[config.mk]
export PLATFORM = sky130hd
export DESIGN_NAME = tpa_access_unit
export DESIGN_NICKNAME = d
export VERILOG_FILES = /design/src/rtl/tpa_pkg.sv /design/src/rtl/tpa_sel_counter.sv /design/src/rtl/tpa_obs_mux.sv /design/src/rtl/tpa_ctrl_latch.sv /design/src/rtl/tpa_access_unit.sv
export SDC_FILE = /design/constraint.sdc
export NUM_CORES = 1
export LEC_CHECK = 0
export ABC_AREA = 0
export BUFFER_PORTS_ARGS = -buffer_cell sky130_fd_sc_hd__buf_2
export CAP_MARGIN = 20
export CORE_UTILIZATION = 40
export CTS_CLUSTER_SIZE = 16
export DETAILED_ROUTE_END_ITERATION = 10
export PLACE_DENSITY_LB_ADDON = 0.25
export SYNTH_ARGS = -nofsm -noshare
export SYNTH_HDL_FRONTEND = slang
export SYNTH_SLANG_ARGS = --single-unit
export TNS_END_PERCENT = 10
[constraint.sdc]
create_clock -name clk -period 4.3 [get_ports clk]
set_clock_uncertainty 0.05 [all_clocks]
set_input_delay 0.43 -clock clk [delete_from_list [all_inputs] [get_ports clk]]
set_output_delay 0.43 -clock clk [all_outputs]
set_load 0.005 [all_outputs]
[src/rtl/tpa_pkg.sv]
package tpa_pkg;

  // Width of an index that covers n points (at least one bit)
  function automatic int unsigned sel_width(input int unsigned n);
    return (n < 2) ? 1 : $clog2(n);
  endfunction

  // Next index in a sweep of n points, wrapping at n-1
  function automatic int unsigned step_index(input int unsigned cur, input int unsigned n);
    return (cur + 1 >= n) ? 0 : cur + 1;
  endfunction

endpackage

[src/rtl/tpa_sel_counter.sv]
module tpa_sel_counter #(
  parameter int unsigned N     = 8,
  parameter int unsigned SEL_W = tpa_pkg::sel_width(N)
) (
  input  logic             clk,
  input  logic             rst_n,
  input  logic             en,
  output logic [SEL_W-1:0] sel,
  output logic             lap_end
);
  localparam logic [SEL_W-1:0] LAST = SEL_W'(N - 1);

  always_ff @(posedge clk or negedge rst_n) begin
    if (!rst_n)
      sel <= '0;
    else if (!en)
      sel <= '0;
    else
      sel <= SEL_W'(tpa_pkg::step_index(32'(sel), N));
  end

  assign lap_end = en && (sel == LAST);

  // a disabled cycle leaves the index at zero
  p_clear_r2: assert property (@(posedge clk) disable iff (!rst_n)
    !en |=> (sel == '0));

  // enabled cycles below the last index step by one
  p_step_r3: assert property (@(posedge clk) disable iff (!rst_n)
    (en && sel != LAST) |=> (sel == $past(sel) + 1'b1));

  // the last index is followed by index zero
  p_wrap_r4: assert property (@(posedge clk) disable iff (!rst_n)
    (en && sel == LAST) |=> (sel == '0));

  // the lap marker never lasts two cycles
  p_mark_r4: assert property (@(posedge clk) disable iff (!rst_n)
    lap_end |=> !lap_end);

endmodule

[src/rtl/tpa_obs_mux.sv]
module tpa_obs_mux #(
  parameter int unsigned N     = 8,
  parameter int unsigned SEL_W = tpa_pkg::sel_width(N)
) (
  input  logic [N-1:0]     pts,
  input  logic [SEL_W-1:0] sel,
  output logic             y
);
  always_comb begin
    y = 1'b0;
    for (int i = 0; i < N; i++)
      if (sel == SEL_W'(i)) y = pts[i];
  end
endmodule

[src/rtl/tpa_ctrl_latch.sv]
module tpa_ctrl_latch #(
  parameter int unsigned N     = 8,
  parameter int unsigned SEL_W = tpa_pkg::sel_width(N)
) (
  input  logic             clk,
  input  logic             rst_n,
  input  logic             en,
  input  logic [SEL_W-1:0] sel,
  input  logic             z,
  output logic [N-1:0]     q
);
  logic [N-1:0] wr_hot;

  for (genvar g = 0; g < N; g++) begin : g_dec
    assign wr_hot[g] = en && (sel == SEL_W'(g));

    // the addressed bit captures the serial input
    p_write_r5: assert property (@(posedge clk) disable iff (!rst_n)
      (en && sel == SEL_W'(g)) |=> (q[g] == $past(z)));

    // an unaddressed bit, or any bit while disabled, holds
    p_hold_r6: assert property (@(posedge clk) disable iff (!rst_n)
      (!en || sel != SEL_W'(g)) |=> $stable(q[g]));
  end

  always_ff @(posedge clk or negedge rst_n) begin
    if (!rst_n)
      q <= '0;
    else
      for (int i = 0; i < N; i++)
        if (wr_hot[i]) q[i] <= z;
  end
endmodule

[src/rtl/tpa_access_unit.sv]
module tpa_access_unit #(
  parameter int unsigned N = 8
) (
  input  logic         clk,
  input  logic         rst_n,
  input  logic         test_en,
  input  logic [N-1:0] obs_pts,
  input  logic         z_in,
  output logic         test_out,
  output logic [N-1:0] ctrl_pts,
  output logic         frame_mark
);
  localparam int unsigned SEL_W = tpa_pkg::sel_width(N);

  logic [SEL_W-1:0] idx;
  logic             lap_end;

  tpa_sel_counter #(.N(N), .SEL_W(SEL_W)) u_cnt (
    .clk(clk), .rst_n(rst_n), .en(test_en), .sel(idx), .lap_end(lap_end)
  );

  tpa_obs_mux #(.N(N), .SEL_W(SEL_W)) u_mux (
    .pts(obs_pts), .sel(idx), .y(test_out)
  );

  tpa_ctrl_latch #(.N(N), .SEL_W(SEL_W)) u_lat (
    .clk(clk), .rst_n(rst_n), .en(test_en), .sel(idx), .z(z_in), .q(ctrl_pts)
  );

  assign frame_mark = lap_end;

  // the marker is low while reset is held
  p_reset_r1: assert property (@(posedge clk) !rst_n |-> !frame_mark);

endmodule

* Yosys cells after proc, flatten, opt, wreduce, memory -nomap -nowiden
Cells that the tools add are included.
** Storage, ports and cells
- Logic and storage cells :: 37
- Input port bits :: 12
- Flip-flop bits (word level) :: 11
- Output and inout bits :: 10
** Operators by class
- Equality and inequality tests :: 7
- Add/sub/neg operators :: 1
- Muxes and demuxes :: 10
- $lt $le $gt $ge :: 1
- Reductions and logical operators :: 9
** Operator list (count)
- 3-bit equality test (second input constant) :: 4
- 1-bit logical AND :: 8
- 1-bit two-way mux :: 8
- 3-bit by 2-bit equality test with 1-bit output (second input constant) :: 2
- 3-bit two-way mux :: 2
- 3-bit by 1-bit adder with 4-bit output (second input constant) :: 1
- 4-bit >= comparator (second input constant) :: 1
- 3-bit by 1-bit equality test with 1-bit output (second input constant) :: 1
- 3-bit zero test :: 1

* Longest topological paths before layout
Gate-level depths: netlist (run 1).
- Depth in word-level cells :: 9
- Depth in mapped cells :: 5
- Mapped depth without buffers :: 5

* By module
A second synthesis (run 1) with hierarchy kept.
** Unflattened totals
- Cells, all modules :: 37
- Area total of the unflattened synthesis :: 583.1 um^2
** Modules (own cells, without submodules)
- tpa_ctrl_latch :: instances 1, seq. area each 200.2 um^2, cells each 24, area an instance 386.6 um^2
- tpa_sel_counter :: instances 1, seq. area each 75.1 um^2, cells each 10, area an instance 132.6 um^2
- tpa_obs_mux :: instances 1, seq. area each 0.0 um^2, cells each 3, area an instance 63.8 um^2

* Least setup slack after synthesis (run 1)
Ideal clock, no wire load.
- Path type :: reg-to-output
- From :: register u_cnt.sel[0]
- To :: output test_out
- Path buffers :: 0
- Setup slack :: 2438 ps
- Data arrival time :: 1382 ps
- Stages on the path, launching flop included :: 6
- Data required time :: 3820 ps
- Path through :: dfrtp_1 > inv_1 > ha_1 > and2b_1 > a2111o_1 > a31oi_1
** Between the ends
- Cells in the longest elaborated chain, start to end :: 9
- Elaborated cells on any way between the ends :: 16
- Classes of those cells :: 7 x eq/ne; 8 x mux; 1 x reduce/logical
** Ends and longest elaborated chain
- from (decl) :: line tpa_sel_counter.sv:8 : output logic [SEL_W-1:0] sel,
- from (signal assigned) :: line tpa_sel_counter.sv:19 : sel <= SEL_W'(tpa_pkg::step_index(32'(sel), N));
- 3-bit zero test :: line tpa_obs_mux.sv:12 : if (sel == SEL_W'(i)) y = pts[i];
- 1-bit two-way mux (7 in a row) :: line tpa_obs_mux.sv:12
- 1-bit two-way mux * :: line tpa_obs_mux.sv:12
- to (decl) :: line tpa_access_unit.sv:9 : output logic test_out,
Mark *: on every way between the ends. The rest lies on a longest branch, timed or not.

* Worst setup path after layout (run 1)
- From :: register u_cnt.sel[1]
- To :: output test_out
Same word-level chain as after synthesis.

==> results of run 1 <==
[where the power goes]
group	internal [W]	total [W]	switching [W]
Sequential	0.000126	0.000138	0.0000120
Clock	0.0000359	0.0000687	0.0000328
Combinational	0.0000441	0.0000772	0.0000331
Total	0.000206	0.000284	0.0000779
[final cells by class]
class / instances / area share, %
sequential: 11 / 35.7
timing repair buffer: 22 / 14.9
multi-input combinational: 40 / 41.7
tap: 15 / 2.43
clock buffer: 4 / 3.40
inverter: 4 / 1.94
[critical path, stage by stage (launching register included)]
cell and delay (ps):
dfrtp_1 390, inv_1 90, ha_1 280, nand3b_1 200
a2111o_1 370, a31oi_1 130, buf_2 130
[state kept, by name, indices dropped and copies added, names as in the netlist]
signal,count
u_cnt.sel,3
u_lat.q,8
[metal layers]
layer / vias to the layer above / part of all wire [%]
met5: - / 0
met4: 0 / 0.42
met3: 2 / 5.9
met2: 23 / 46
met1: 229 / 47
li1: 248 / -
[synth_stat cells, drive strengths merged]
library cell,number
nor2b,2
dfrtp,11
a2111o,1
and2b,1
buf,2
nand3,4
a32o,1
inv,4
a21o,1
a31oi,2
mux2,8
a21oi,2
o21ai,1
and2,1
nand2,5
and3,1
ha,6
nor2,2
nand3b,2
[worst max-delay path by stage]
stage                                      start        to  slack [ps]  depth (start not counted)
after floorplan           u_cnt.sel[0]$_DFF_PN0_  test_out        2440                          5
after global placement    u_cnt.sel[0]$_DFF_PN0_  test_out        2300                          6
after detailed placement  u_cnt.sel[0]$_DFF_PN0_  test_out        2250                          6
after CTS                 u_cnt.sel[0]$_DFF_PN0_  test_out        1950                          6
after global routing      u_cnt.sel[0]$_DFF_PN0_  test_out        1800                          6
final                     u_cnt.sel[1]$_DFF_PN0_  test_out        1960                          6
[kinds of logic (layout without fill, tap and decap cells)]
kind of cell    Yosys count  count (layout)  share of synthesized area [%]
mux                       8               8                           14.5
fa+ha+maj                 6               6                           12.1
compound gates            8               8                           9.66
flops                    11              11                           44.3
buf+inv                   6              30                           4.02
simple gates             18              18                           15.5
[per-stage QoR]
stage / total power [W] / utilization [%] / cells / area, µm² / setup WS, ps
finish: 0.000284 / 56.5 / 96 / 772 / 1960
global route: 0.000304 / 56.5 / 96 / 772 / 1800
CTS: 0.000289 / 56.5 / 96 / 772 / 1950
detailed placement: 0.000217 / 53.8 / 91 / 736 / 2250
global placement: 0.000214 / 53.8 / 91 / 736 / 2300
floorplan: 0.000180 / - / 57 / 622 / 2440
[what timing repair did]
action                                  4_1_cts  5_1_grt
hold buffers                                  1        0
endpoints found under the hold margin        11        0
endpoints found under the setup margin        0        0
buffers inserted                              0        0
resized for setup                             0        0
==> out/metrics.yaml, run 1 <==
setup_path:
  critPathRequiredTime_ps: 3820
  crit_type: "reg2out"
  worst_r2r_path_depth: 4
  worstSetupEndpointType: "primary output"
  reg2reg_to: "u_lat.q[7]$_DFFE_PN0P_"
  cp_max_fo: 7
  regToRegSetupSlack_ps: 2820
  start_kind: "flip-flop"
  crit-reg2reg-launch: "u_cnt.sel[0]$_DFF_PN0_"
  worstPathArrival_ps: 1860
logic_synthesis:
  syn_nets: 75
  ys_warn_count: 0
  synth_top_area_share_pct: 44.3
  synthCells: 57
  syn-cell-area_um2: 622
  synth-seq-cells: 11
  synth_cell_types: 21
  synth_area_leaders: "dfrtp_1 44%, mux2_2 14%, ha_1 12%, nand3_1 3.2%, nand2_1 3.0%"
  ys_seq_area_share_pct: 44.3
  synth_top_area_cell: "dfrtp_1"
  syn_avg_cell_area_um2: 10.9
place:
  port_buffers: 21
  gp_congestion: 0.867
  dp_hpwl_um: 920
route:
  dr.pass1.iters: 4
  drt-initial-drc-count: 8
  antenna_left: 0
  wl_per_cell_um: 12.4
  route.vias.total: 502
  drc: 0
  via_per_inst: 5.23
  drt_wl_total_mm: 1.19
final_layout:
  areaGrowthSynthToFinish_pct: 24.1
  layout_commonest_cell: "buf_2"
  drive_above_1_share_pct: 42.0
  nNetsFinal: 100
  multi_input_area_um2: 322
  final_cell_mix: "21 x buf_2, 11 x dfrtp_1, 8 x mux2_2, 6 x ha_1, 5 x nand2_1"
  n_antenna_cell: 0
  area.sequential_um2: 275
  fill_cells: 132
floorplan:
  start_util_pct: 45.5
  core_um2: 1370
  dieArea_um2: 1720
  die_h_um: 41.4
  rows: 13
  die_width_um: 41.4
  ios: 22
clocking:
  cts_max_level: 1
  clkTransAtPathRegs_ps: 60
  cts_made_buffers: 3
  cts.path.max_buffers: 2
  cts_tree: "done"
  worstSkewPairLatency_ps: 260
  root_buffer: "clkbuf_4"
  cts_sinks: 11
grt:
  grt_max_degree: 12
  grt_pass1_vias: 497
  gr-usage-met2_pct: 25.9
  top_usage_layer: "met2"
  antenna_found_initial: 0
  globalRoute.totalOverflow: 0
  met1_usage_pct: 19.9
  grt_util_met3_pct: 3.04
  grt_first_pass_wirelength_mm: 2.16
  grtUsageTotal_pct: 15.9
sta:
  grt_setup_unrepaired: "no"
  relSlewSlack_pct: 79.7
  finalHoldViolations: 0
  setup_viol: 0
  worstMarginPinSlew_ps: 304
  fmax_ghz: 0.427
  fin_crit_sh_pct: 54.4
  drv_slew: 0
  setup-tns-final_ps: 0
  hold_slack_ps: 392
  min_period_ps: 2340
worst_hold_path:
  hp-start: "test_en"
  hold_depth: 3
  hp-class: "in2reg"
  whs_endpoint: "u_cnt.sel[2]$_DFF_PN0_"
pwr:
  p_per_area_nw_per_um2: 367
  leakage_nw: 0.402
  ir_drop_mv: 0.233
flow_run:
  max_cap_viol_count: 0
status:
  status: "completed"
(Power assumes the default switching activity.)
==> inputs of run 2 (changes only) <==
==> constraint.sdc (replaced) <==
create_clock -name clk -period 2.3 [get_ports clk]
set_clock_uncertainty 0.05 [all_clocks]
set_input_delay 0.23 -clock clk [delete_from_list [all_inputs] [get_ports clk]]
set_output_delay 0.23 -clock clk [all_outputs]
set_load 0.005 [all_outputs]
==> run 2 against run 1 <==
Compared with the run above: non-clock buffer count up 2; setup slack worse by 1800 ps; global-route usage up 0.23 points; critical path depth unchanged; clock-buffer cell count unchanged; critical path type unchanged; via count up 2.0%; register-to-register slack worse by 2200 ps; routed wire length up 6.8%; cell count up 2.1%.
==> out/metrics.yaml, run 2 (synthesized netlist as in run 1, its figures left out) <==
setup_path:
  worstPathArrival_ps: 1880  # was 1860 ps
  reg2reg_to: "u_lat.q[7]$_DFFE_PN0P_"  # unchanged
  worstSetupEndpointType: "primary output"  # unchanged
  crit-reg2reg-launch: "u_cnt.sel[0]$_DFF_PN0_"  # unchanged
  crit_type: "reg2out"  # unchanged
  crit_path_start: "u_cnt.sel[0]$_DFF_PN0_"  # was u_cnt.sel[1]$_DFF_PN0_
  cp-endpoint: "test_out"  # unchanged
  cp_max_fo: 6  # was 7
  critPathRequiredTime_ps: 2020  # was 3820 ps
  start_kind: "flip-flop"  # unchanged
  worst_r2r_path_depth: 5  # was 4
  regToRegSetupSlack_ps: 670  # was 2820 ps
route:
  route.vias.total: 512  # was 502
  drc: 0  # unchanged
  antenna_left: 0  # unchanged
  via_per_inst: 5.22  # was 5.23
  dr.pass1.iters: 2  # was 4
  drt-initial-drc-count: 7  # was 8
  drt_wl_total_mm: 1.27  # was 1.19 mm
  wl_per_cell_um: 12.9  # was 12.4 µm
floorplan:
  die_h_um: 41.4  # unchanged
  ios: 22  # unchanged
  die_width_um: 41.4  # unchanged
  dieArea_um2: 1720  # unchanged
  start_util_pct: 45.5  # unchanged
  rows: 13  # unchanged
  core_um2: 1370  # unchanged
pwr:
  leakage_nw: 0.412  # was 0.402 nW
  total_power_w: 0.000533  # was 0.000284 W
  p_per_area_nw_per_um2: 677  # was 367 nW/µm²
  p_switching_w: 0.000146  # was 0.0000779 W
  combPwrFrac_pct: 27.7  # was 27.2%
  ir_drop_mv: 0.330  # was 0.233 mV
  p_int_w: 0.000387  # was 0.000206 W
  netSwitchingFraction_pct: 27.4  # was 27.5%
  pwr-share-clk_pct: 23.9  # was 24.2%
  sequentialPowerShare_pct: 48.4  # was 48.6%
clocking:
  cts_made_buffers: 3  # unchanged
  cts_tree: "done"  # unchanged
  cts.path.max_buffers: 2  # unchanged
  cts_sinks: 11  # unchanged
  clkTransAtPathRegs_ps: 70  # was 60 ps
  cts_max_level: 1  # unchanged
  root_buffer: "clkbuf_4"  # unchanged
  ctsResizeCount: 0  # unchanged
  worstSkewPairLatency_ps: 260  # about the same
sta:
  min_period_ps: 2160
  fin_crit_sh_pct: 94.1
  fmax_ghz: 0.462
  relSlewSlack_pct: 78.9  # was 79.7%
  drv_slew: 0  # unchanged
  finalHoldViolations: 0  # unchanged
  worstMarginPinSlew_ps: 317  # was 304 ps
  setup_viol: 0  # unchanged
final_layout:
  drive_above_1_share_pct: 43.4  # was 42.0%
  areaGrowthSynthToFinish_pct: 26.6  # was 24.1%
  n_antenna_cell: 0  # unchanged
  nNetsFinal: 102  # was 100
  postLayoutCoreUtil_pct: 57.6  # was 56.5%
  max_flop_register: "u_lat.q"  # unchanged
  final_cell_mix: "21 x buf_2, 11 x dfrtp_1, 8 x mux2_2, 6 x ha_1, 5 x nand2_1"  # unchanged
  fill_cells: 137  # was 132
  final_cells: 98  # was 96
  largest_register_ffs: 8  # unchanged
  layout_commonest_cell: "buf_2"  # unchanged
  largestRegisters: "u_lat.q: 8 flops, u_cnt.sel: 3 flops"  # unchanged
place:
  gp_congestion: 0.867  # about the same
  dp_hpwl_um: 941  # was 920 µm
  numPlacedInstances: 91  # unchanged
  port_buffers: 21  # unchanged
worst_hold_path:
  hp-class: "in2reg"  # unchanged
status:
  status: "completed"  # unchanged
grt:
  antenna_found_initial: 0  # unchanged
  grt_first_pass_wirelength_mm: 2.16  # unchanged
  globalRoute.totalOverflow: 0  # unchanged
  grtUsageTotal_pct: 16.1  # was 15.9%
  grt_max_degree: 12  # unchanged
  grt_pass1_vias: 507  # was 497
flow_run:
  max_cap_viol_count: 0  # unchanged
==> run 2: worst max-delay path: stages, from the launching register on <==
cell	delay (ps)
dfrtp_1	420
inv_1	90
ha_1	290
and2b_1	190
a2111o_1	380
a31oi_1	120
buf_2	130
==> run 2: timing repair <==
action / CTS / global route
hold endpoints to repair: 11 / 0
hold buffers: 1 / 0
setup endpoints to repair: 0 / 1
setup buffers: 0 / 2
==> run 2: area by class of cell <==
class	count	area (µm²)	area share [%]
multi-input combinational	40	322	40.9
sequential	11	275	35.0
timing repair buffer	24	130	16.5
clock buffer	4	26.3	3.34
tap	15	18.8	2.38
inverter	4	15.0	1.91
==> run 2: routing by layer <==
metal,part of all wire [%],vias up,global-route usage [%]
met4,0.79,0,5.81
met2,48,19,27.2
met3,6.2,2,4.78
met5,0,-,0
met1,45,242,19.3
li1,-,249,-
==> run 2: power groups by stage <==
stage | Sequential, W | Clock [W] | Combinational, W
CTS | 0.000258 | 0.000135 | 0.000148
global placement | 0.000260 | 0 | 0.000141
finish | 0.000258 | 0.000127 | 0.000148
floorplan | 0.000263 | 0 | 0.0000744
global route | 0.000264 | 0.000143 | 0.000164
detailed placement | 0.000261 | 0 | 0.000145
==> run 2: per-stage QoR <==
step | TNS (ps) | instance area (µm²) | hold WS, ps | setup WS [ps]
2_1_floorplan | 0 | 622 | -116 | 638
3_3_place_gp | 0 | 736 | 62.4 | 500
3_5_place_dp | 0 | 736 | 65.3 | 445
4_1_cts | 0 | 772 | 182 | 146
5_1_grt | -2.73 | 787 | 225 | -2.73
6_report | 0 | 787 | 196 | 136
==> run 2: worst min-delay path by stage <==
stage                             endpoint  slack, ps  cells past startpoint     from
floorplan           u_cnt.sel[0]$_DFF_PN0_       -120                      0    rst_n
global placement    u_cnt.sel[1]$_DFF_PN0_         60                      1    rst_n
detailed placement  u_lat.q[4]$_DFFE_PN0P_         70                      1    rst_n
CTS                 u_cnt.sel[2]$_DFF_PN0_        180                      3  test_en
global route        u_cnt.sel[2]$_DFF_PN0_        220                      3  test_en
finish              u_cnt.sel[2]$_DFF_PN0_        200                      3  test_en
